### src/rtl/twi_eeprom_pkg.sv
package twi_eeprom_pkg;

   typedef enum logic [2:0] {
      ST_IDLE,
      ST_CTRL,
      ST_ADDR,
      ST_WDAT,
      ST_RDAT,
      ST_SKIP
   } twi_st_e;

   // population count used by the majority vote
   function automatic int ones_in(input logic [31:0] v, input int n);
      int c;
      c = 0;
      for (int i = 0; i < n; i++) c += int'(v[i]);
      return c;
   endfunction

endpackage

### src/rtl/twi_line_filter.sv
module twi_line_filter #(
   parameter int SYNC_STAGES = 2,
   parameter int FILT_TAPS   = 3
) (
   input  logic clk,
   input  logic rst_n,
   input  logic din,
   output logic dout
);
   import twi_eeprom_pkg::*;

   localparam int SMSB = SYNC_STAGES - 1;

   logic [SMSB:0] sync_q;

   always_ff @(posedge clk or negedge rst_n) begin
      if (!rst_n) sync_q <= '1;
      else        sync_q <= {sync_q[SMSB-1:0], din};
   end

   generate
      if (FILT_TAPS == 1) begin : g_bypass
         assign dout = sync_q[SMSB];
      end else begin : g_vote
         localparam int TMSB = FILT_TAPS - 1;
         logic [TMSB:0] taps;
         logic          vote_q;
         always_ff @(posedge clk or negedge rst_n) begin
            if (!rst_n) begin
               taps   <= '1;
               vote_q <= 1'b1;
            end else begin
               taps   <= {taps[TMSB-1:0], sync_q[SMSB]};
               vote_q <= (ones_in(32'(taps), FILT_TAPS) > (FILT_TAPS / 2));
            end
         end
         assign dout = vote_q;
      end
   endgenerate

endmodule

### src/rtl/twi_bus_events.sv
module twi_bus_events (
   input  logic clk,
   input  logic rst_n,
   input  logic scl_lvl,
   input  logic sda_lvl,
   output logic scl_rise,
   output logic scl_fall,
   output logic start_ev,
   output logic stop_ev
);
   logic scl_p, sda_p;

   always_ff @(posedge clk or negedge rst_n) begin
      if (!rst_n) begin
         scl_p <= 1'b1;
         sda_p <= 1'b1;
      end else begin
         scl_p <= scl_lvl;
         sda_p <= sda_lvl;
      end
   end

   assign scl_rise = scl_lvl & ~scl_p;
   assign scl_fall = ~scl_lvl & scl_p;
   assign start_ev = scl_lvl & scl_p & sda_p & ~sda_lvl;
   assign stop_ev  = scl_lvl & scl_p & ~sda_p & sda_lvl;

endmodule

### src/rtl/twi_eeprom_slave.sv
module twi_eeprom_slave #(
   parameter int          SYNC_STAGES = 2,
   parameter int          FILT_TAPS   = 3,
   parameter int          PAGE_BYTES  = 16,
   parameter int          BLK_BITS    = 1,
   parameter logic [3:0]  CTRL_CODE   = 4'b1010,
   localparam int         AW          = 8 + BLK_BITS
) (
   input  logic          clk,
   input  logic          rst_n,
   input  logic          scl_in,
   input  logic          sda_in,
   output logic          sda_pull,
   output logic [AW-1:0] mem_rd_addr,
   input  logic [7:0]    mem_rd_data,
   output logic          stage_we,
   output logic [AW-1:0] stage_addr,
   output logic [7:0]    stage_data,
   output logic          commit,
   input  logic          engine_busy
);
   import twi_eeprom_pkg::*;

   localparam int         PG_BITS  = $clog2(PAGE_BYTES);
   localparam logic [3:0] LAST_BIT = 4'd8;

   generate
      if (FILT_TAPS < 1 || (FILT_TAPS % 2) == 0) begin : g_bad_taps
         $error("FILT_TAPS must be odd and positive");
      end
      if (SYNC_STAGES < 2) begin : g_bad_sync
         $error("SYNC_STAGES must be at least 2");
      end
      if (PAGE_BYTES < 2 || PAGE_BYTES > 256 || (PAGE_BYTES & (PAGE_BYTES - 1)) != 0) begin : g_bad_page
         $error("PAGE_BYTES must be a power of two from 2 to 256");
      end
      if (BLK_BITS < 1 || BLK_BITS > 3) begin : g_bad_blk
         $error("BLK_BITS must be 1 to 3");
      end
   endgenerate

   // ---------------- line conditioning ----------------
   logic [1:0] raw_lines, filt_lines;
   assign raw_lines = {scl_in, sda_in};

   generate
      for (genvar i = 0; i < 2; i++) begin : g_line
         twi_line_filter #(
            .SYNC_STAGES(SYNC_STAGES),
            .FILT_TAPS  (FILT_TAPS)
         ) u_filt (
            .clk  (clk),
            .rst_n(rst_n),
            .din  (raw_lines[i]),
            .dout (filt_lines[i])
         );
      end
   endgenerate

   logic scl_f, sda_f;
   assign scl_f = filt_lines[1];
   assign sda_f = filt_lines[0];

   logic scl_rise, scl_fall, start_ev, stop_ev;

   twi_bus_events u_evt (
      .clk     (clk),
      .rst_n   (rst_n),
      .scl_lvl (scl_f),
      .sda_lvl (sda_f),
      .scl_rise(scl_rise),
      .scl_fall(scl_fall),
      .start_ev(start_ev),
      .stop_ev (stop_ev)
   );

   // ---------------- byte engine ----------------
   twi_st_e              st;
   logic [3:0]           bitc;
   logic [7:0]           sh;
   logic                 ackph;
   logic                 rw;
   logic                 mack;
   logic                 staged;
   logic [BLK_BITS-1:0]  blk;
   logic [AW-1:0]        ptr;
   logic                 pull;
   logic                 take;
   logic                 rx_state;

   assign rx_state    = (st == ST_CTRL) || (st == ST_ADDR) || (st == ST_WDAT);
   assign take        = !engine_busy && ((st != ST_CTRL) || (sh[7:4] == CTRL_CODE));
   assign mem_rd_addr = ptr;
   assign sda_pull    = pull;

   always_ff @(posedge clk or negedge rst_n) begin
      if (!rst_n) begin
         st         <= ST_IDLE;
         bitc       <= '0;
         sh         <= '0;
         ackph      <= 1'b0;
         rw         <= 1'b0;
         mack       <= 1'b0;
         staged     <= 1'b0;
         blk        <= '0;
         ptr        <= '0;
         pull       <= 1'b0;
         stage_we   <= 1'b0;
         stage_addr <= '0;
         stage_data <= '0;
         commit     <= 1'b0;
      end else begin
         stage_we <= 1'b0;
         commit   <= 1'b0;
         if (stop_ev) begin
            commit <= (st == ST_WDAT) && staged;
            st     <= ST_IDLE;
            pull   <= 1'b0;
            ackph  <= 1'b0;
            bitc   <= '0;
            staged <= 1'b0;
         end else if (start_ev) begin
            st     <= ST_CTRL;
            pull   <= 1'b0;
            ackph  <= 1'b0;
            bitc   <= '0;
            staged <= 1'b0;
         end else if (rx_state) begin
            if (scl_rise && !ackph && bitc < LAST_BIT) begin
               sh   <= {sh[6:0], sda_f};
               bitc <= bitc + 4'd1;
            end
            if (scl_fall) begin
               if (ackph) begin
                  ackph <= 1'b0;
                  pull  <= 1'b0;
                  bitc  <= '0;
                  if (st == ST_CTRL) begin
                     if (rw) begin
                        st   <= ST_RDAT;
                        sh   <= mem_rd_data;
                        pull <= ~mem_rd_data[7];
                     end else begin
                        st <= ST_ADDR;
                     end
                  end else begin
                     st <= ST_WDAT;
                  end
               end else if (bitc == LAST_BIT) begin
                  if (take) begin
                     ackph <= 1'b1;
                     pull  <= 1'b1;
                     case (st)
                        ST_CTRL: begin
                           blk <= sh[BLK_BITS:1];
                           rw  <= sh[0];
                           if (sh[0]) ptr[AW-1:8] <= sh[BLK_BITS:1];
                        end
                        ST_ADDR: ptr <= {blk, sh};
                        default: begin
                           stage_we   <= 1'b1;
                           stage_addr <= ptr;
                           stage_data <= sh;
                           staged     <= 1'b1;
                           ptr[PG_BITS-1:0] <= ptr[PG_BITS-1:0] + 1'b1;
                        end
                     endcase
                  end else begin
                     st <= ST_SKIP;
                  end
               end
            end
         end else if (st == ST_RDAT) begin
            if (scl_rise) begin
               if (ackph) mack <= ~sda_f;
               else       bitc <= bitc + 4'd1;
            end
            if (scl_fall) begin
               if (!ackph) begin
                  if (bitc == LAST_BIT) begin
                     pull  <= 1'b0;
                     ackph <= 1'b1;
                     ptr   <= ptr + 1'b1;
                  end else begin
                     sh   <= {sh[6:0], 1'b0};
                     pull <= ~sh[6];
                  end
               end else begin
                  ackph <= 1'b0;
                  bitc  <= '0;
                  if (mack) begin
                     sh   <= mem_rd_data;
                     pull <= ~mem_rd_data[7];
                  end else begin
                     st   <= ST_SKIP;
                     pull <= 1'b0;
                  end
               end
            end
         end
      end
   end

   // ---------------- assertions ----------------
   a_r1_start_restarts: assert property (@(posedge clk) disable iff (!rst_n)
      (start_ev && !stop_ev) |=> (st == ST_CTRL && bitc == 4'd0 && !sda_pull));

   a_r2_bad_code_silent: assert property (@(posedge clk) disable iff (!rst_n)
      (st == ST_CTRL && scl_fall && !ackph && bitc == LAST_BIT && sh[7:4] != CTRL_CODE
       && !stop_ev && !start_ev) |=> (st == ST_SKIP && !sda_pull));

   a_r4_busy_no_ack: assert property (@(posedge clk) disable iff (!rst_n)
      (engine_busy && rx_state && scl_fall && !ackph && bitc == LAST_BIT
       && !stop_ev && !start_ev) |=> (!sda_pull && !stage_we));

   a_r6_page_wrap: assert property (@(posedge clk) disable iff (!rst_n)
      stage_we |-> (stage_addr[AW-1:PG_BITS] == ptr[AW-1:PG_BITS] &&
                    ptr[PG_BITS-1:0] == PG_BITS'(stage_addr[PG_BITS-1:0] + 1'b1)));

   a_r7_commit_after_stop: assert property (@(posedge clk) disable iff (!rst_n)
      commit |-> $past(stop_ev));

   a_r11_pull_scl_low: assert property (@(posedge clk) disable iff (!rst_n)
      !$stable(sda_pull) |-> (!$past(scl_f) || $past(stop_ev) || $past(start_ev)));

endmodule

### config.mk
export PLATFORM = sky130hd
export DESIGN_NAME = twi_eeprom_slave
export DESIGN_NICKNAME = d
export VERILOG_FILES = /design/src/rtl/twi_eeprom_pkg.sv /design/src/rtl/twi_line_filter.sv /design/src/rtl/twi_bus_events.sv /design/src/rtl/twi_eeprom_slave.sv
export SDC_FILE = /design/constraint.sdc
export NUM_CORES = 1
export LEC_CHECK = 0
export BUFFER_PORTS_ARGS = -buffer_cell sky130_fd_sc_hd__buf_2
export CAP_MARGIN = 20
export CORE_MARGIN = 2
export CORE_UTILIZATION = 40
export DETAILED_ROUTE_END_ITERATION = 10
export HOLD_SLACK_MARGIN = 0.08
export PLACE_DENSITY = 0.65
export SYNTH_ARGS = -nofsm -noshare
export SYNTH_HDL_FRONTEND = slang
export SYNTH_SLANG_ARGS = --single-unit
### constraint.sdc
create_clock -name clk -period 4.2 [get_ports clk]
set_input_delay 0.21 -clock clk [delete_from_list [all_inputs] [get_ports clk]]
set_output_delay 0.21 -clock clk [all_outputs]
set_load 0.005 [all_outputs]
Yosys cells after proc, flatten, opt, wreduce, memory -nomap -nowiden. Cells that the tools add are included.

Bits of input ports: 13. Register bits: 63.

Equality and inequality tests: 28. Muxes and demuxes: 90. Add/subtract/negate cells: 7. Bitwise gates (word level): 18. Reductions and logical operators: 30. Magnitude comparators: 3.

Operator list (count): $mux 8 (11); $mux 9 (9); $add 32x2->32 (2); $gt 32x2->1 const B (2); $mux 4 (12); $mux 1 (43); $mux 3 (13); $reduce_and 11->1 (2); $reduce_and 6->1 (3); $reduce_and 8->1 (2); $ne 2x2->1 const B (7); $ne 3x1->1 const B (4); $ne 4x4->1 const B (3); $reduce_and 12->1 (1); $reduce_bool 3->1 (4); $reduce_bool 4->1 (3); $not 1->1 (11); $add 9x1->9 const B (1); $ne 3x3->1 const B (3); $add 4x1->4 const B (2); $eq 4x4->1 const B (2); $pmux 4 s2 (1); $and 1x1->1 (7); $reduce_and 7->1 (1); other kinds (17) (27).

Longest topological paths before layout.
Depth in word-level cells: 10. Depth in mapped cells: 8. Gate-level depth less buffers: 7.

By module. Synthesis repeated with hierarchy kept, for this count alone.

Cell total of the unflattened synthesis: 281. Area, all modules: 3193.1 um^2.

Modules (own cells, without submodules): twi_eeprom_slave (cells an instance 259, instances 1, area each 2752.6 um^2); twi_line_filter (cells an instance 8, instances 2, area each 177.7 um^2); twi_bus_events (cells an instance 6, instances 1, area each 85.1 um^2).

Least setup slack after synthesis. Ideal clock, no wire load.

Kind: reg-to-reg. Start point: register u_evt.scl_p. End point: register stage_addr[0]. Arrival: 1.751 ns. Setup time: 0.125 ns. Setup slack: 2.324 ns. Path buffers: 1. Cell stages (with the launch flop): 7. Data required time: 4.075 ns. Cell sequence: dfstp_2 > nor2b_1 > nand2_1 > nor2_1 > nand3_2 > buf_2 > mux2_2.

Longest elaborated chain between the ends: 5. Elaborated cells on any way between the ends: 9.

RTL lines: start, declared (line twi_bus_events.sv:11) `logic scl_p, sda_p;`; start signal, assigned (line twi_bus_events.sv:18) `scl_p <= scl_lvl;`; $and 1x1->1 (line twi_bus_events.sv:25, twi_bus_events.sv:26); $and 1x1->1 (on tied branches) (2 in series) (line twi_bus_events.sv:26, twi_bus_events.sv:25); $not 1->1 (no line); $reduce_and 8->1 (no line) (*); end signal, assigned (line twi_eeprom_slave.sv:162) `stage_addr <= ptr;`; end, declared (line twi_eeprom_slave.sv:17) `output logic [AW-1:0] stage_addr,`.

Mark *: on every way between the ends. The rest lies on a longest branch, timed or not. A chain may end at the register's enable or synchronous reset.

Worst setup path after layout.
Start point: register st[1]. End point: register st[0].

Longest elaborated chain between the ends: 7. Elaborated cells on any way between the ends: 22.

RTL lines: start, declared (line twi_eeprom_slave.sv:78) `twi_st_e st;`; start signal, assigned (line twi_eeprom_slave.sv:98) `st <= ST_IDLE;`; start signal, assigned (line twi_eeprom_slave.sv:117) `st <= ST_IDLE;`; start signal, assigned (line twi_eeprom_slave.sv:123) `st <= ST_CTRL;`; $eq 3x1->1 (line twi_eeprom_slave.sv:91, twi_eeprom_slave.sv:138); $mux 3 (line twi_eeprom_slave.sv:138) `if (st == ST_CTRL) begin`; $mux 3 (line twi_eeprom_slave.sv:134) `if (ackph) begin`; $mux 3 (line twi_eeprom_slave.sv:133) `if (scl_fall) begin`; $mux 3 (line twi_eeprom_slave.sv:128) `end else if (rx_state) begin`; $mux 3 (line twi_eeprom_slave.sv:122) `end else if (start_ev) begin`; $mux 3 (line twi_eeprom_slave.sv:115) `if (stop_ev) begin`.

Parallel ways exist; a longest one is shown, timed or not. The select of a mux whose other input is x is not followed.

==> metrics.cfg <==
[routing]
drt_iter0_drc = 219
detail_route.wl_per_cell_microns = 15.9
viasPerCell = 5.58
routed_wl_mm = 6.94
vias = 2427
drtAntennaViolNets = 0
drc = 0
dr.pass1.iters = 5

[run_status]
status = completed

[worst_setup_path]
start_kind = flip-flop
cpMaxStageDelayCell = dfrtp_1
cp_slowest_stage_delay_ps = 560
crit_arrival_ps = 2740
crit_fanout = 16
path_class = reg2reg
endpoint_kind = flip-flop
path_cells = o21bai_1, o21ai_0, and2_1, a221oi_1, mux2_2
cp.required_ps = 4430

[layout]
fillCellCount = 688
regArea_sq_mm = 0.00159
multiInputGateArea_sq_mm = 0.00138
nets = 349
diodes = 0
layout-drive-gt1-share = 0.304
instances_no_fill = 435
area_delta_synth_final_pct = 16.6

[timing]
fin_crit_ps = 2510
timing.hold.ws_ps = 188
tns_ps = 0
finalHoldViolations = 0
worstMarginPinSlew_ps = 786
fin_skew_ps = 7.64
setup_violations = 0
drv_slew = 0
rsz0062_at_grt = false
fmaxAchievable_ghz = 0.399
relSlewSlack = 0.476
finalCritPeriodShare = 0.597

[floorplanning]
rows = 31
fp.coreArea_sq_mm = 0.00733
die_y_microns = 91.5
dieArea_sq_mm = 0.00837
floorplan.initialDensity = 0.418
die_w_microns = 91.5
num_io_pins = 42

[clock_network]
numCtsBuffers = 9
cts_tree = yes
htreeDepth = 3
clkSinkCount = 63
clkTransAtPathRegs_ps = 70
postCtsSetupRepairBufs = 0
clock_path_buffers = 2
cts_hold_buf = 3
cts_resized = 0
insertion_delay_ps = 350
clock-root-buffer = clkbuf_8

[power]
netSwitchingFraction = 0.380
clkPwrFrac = 0.231
vdd.ir_drop.worst_uv = 319
total_power_mw = 2.02
pwr-share-seq = 0.439
p_sw_mw = 0.767
internal-power_mw = 1.25
p_leak_nw = 1.66
p_per_area_mw_per_mm2 = 566
p_comb_frac = 0.331

[worst_hold_path]
hp-class = in2reg

[run]
max-cap-violations = 0

[grt]
grt_usage = 0.180
grt_max_degree = 64
antenna_found_initial = 0
grt_overflow_total = 0
grt_pass1_vias = 2313
grt_pass1_wl_mm = 11.8

[synthesis]
synth_edf_count = 0
ys_seq_elements = 63
synth_warnings = 0
syn_inst = 282
synth_nets = 300
synthArstFlopShare = 1.00
synth_cell_type_count = 58
synth_ff_type = dfrtp_1
synth_area_sq_mm = 0.00306
ys_seq_area_frac = 0.521
synth.avg_cell_area_sq_um = 10.9

[placement]
routabilityCongestion = 0.904
placed_cells = 416
dp_hpwl_mm = 4.94
portBuffers = 41

synthesized netlist by cell type, types with 5 or more instances:
| cell | number | area share |
|---|---|---|
| o22ai_1 | 8 | 0.016 |
| mux2_2 | 20 | 0.074 |
| dfstp_2 | 14 | 0.12 |
| a21o_1 | 5 | 0.012 |
| ha_1 | 5 | 0.020 |
| o21ai_0 | 13 | 0.021 |
| nor3_1 | 5 | 0.0082 |
| dfrtp_1 | 49 | 0.40 |
| nand3_1 | 10 | 0.016 |
| a2bb2oi_1 | 6 | 0.017 |
| inv_1 | 11 | 0.013 |
| nand2_1 | 25 | 0.031 |
| nor2_1 | 13 | 0.016 |
| a21oi_1 | 22 | 0.036 |
per-layer routing:
layer	up-vias	routed length (microns)	track usage
met5	-	0	0
met4	0	132	0.0682
met3	12	404	0.0498
met2	79	3060	0.259
met1	1181	3340	0.258
li1	1155	-	-
area by class of cell:
type                            instances  area share
Clock inverter                          5     0.00947
Clock buffer                           11      0.0396
Tap cell                               99      0.0347
Sequential cell                        63       0.447
Timing Repair Buffer                   46      0.0701
Inverter                               11      0.0116
Multi-Input combinational cell        200       0.388
sequential cells by signal (all words and copies together), names as in the netlist, 2 cells and up:
signal / flops
stage_data: 8
bitc: 4
mem_rd_addr: 9
st: 3
sh: 8
g_line.u_filt.dout: 2
g_line.u_filt.sync_q: 4
g_line.u_filt.g_vote.taps: 6
stage_addr: 9
worst paths after layout:
kind | endpoint | startpoint | cells past startpoint | slack [ps]
max | st[0] | st[1] | 5 | 1690
min | sh[0] | mem_rd_data[0] | 3 | 190
max reg2reg | st[0] | st[1] | 5 | 1690
min reg2reg | g_line[1].u_filt.sync_q[1] | g_line[1].u_filt.sync_q[0] | 0 | 360
max in group asynchronous | bitc[0] | rst_n | 3 | 3120
min in group asynchronous | bitc[1] | rst_n | 3 | 540
through the flow:
stage / util / area (sq um) / setup slack (ps)
after detailed placement: 0.459 / 3360 / 1810
after global placement: 0.459 / 3360 / 1840
after global routing: 0.487 / 3570 / 1510
after floorplan: - / 3060 / 2320
final: 0.487 / 3570 / 1690
after CTS: 0.487 / 3570 / 1790
logic make-up (layout without fill, tap and decap cells):
group / after synthesis / count (layout) / share of synthesized area
AOI/OAI and AO/OA: 85 / 85 / 0.193
xor gates and xnor gates: 2 / 2 / 0.00572
adders and majority gates: 5 / 5 / 0.0204
buffers and inverters: 19 / 73 / 0.0274
DFF: 63 / 63 / 0.521
muxes: 24 / 24 / 0.0866
and+or+nand+nor: 84 / 84 / 0.146
power groups by stage:
stage          logic (mW)  registers, mW  clock network, mW
3_5_place_dp        0.657          0.894                  0
6_report            0.668          0.886              0.466
4_1_cts             0.664          0.884              0.485
3_3_place_gp        0.651          0.892                  0
2_1_floorplan       0.518          0.831                  0
5_1_grt             0.741          0.909              0.510
cell usage in the layout (no fill, tap or decap), drive strengths merged, types with 3 or more instances in the layout:
cell and instances:
a31oi 4, clkbuf 11, a21o 5, o2bb2ai 3
dlygate4sd3 3, nor3 5, nand2b 3, a21oi 22
or2 3, inv 12, nand3 11, nor2b 3
o21ai 14, buf 43, dfrtp 49, nand4 3
ha 5, mux2i 4, mux2 20, nor2 13
dfstp 14, o22ai 8, nor3b 3, nand2 25
a2bb2oi 6, and2 3
worst max-delay path, delay by kind of cell (launching register included):
family / cells / cell delay [ps]
AO/OA/AOI/OAI: 3 / 1200
flip-flops: 1 / 560
multiplexers: 1 / 390
AND/OR/NAND/NOR: 1 / 250
(Power assumes the default switching activity.)
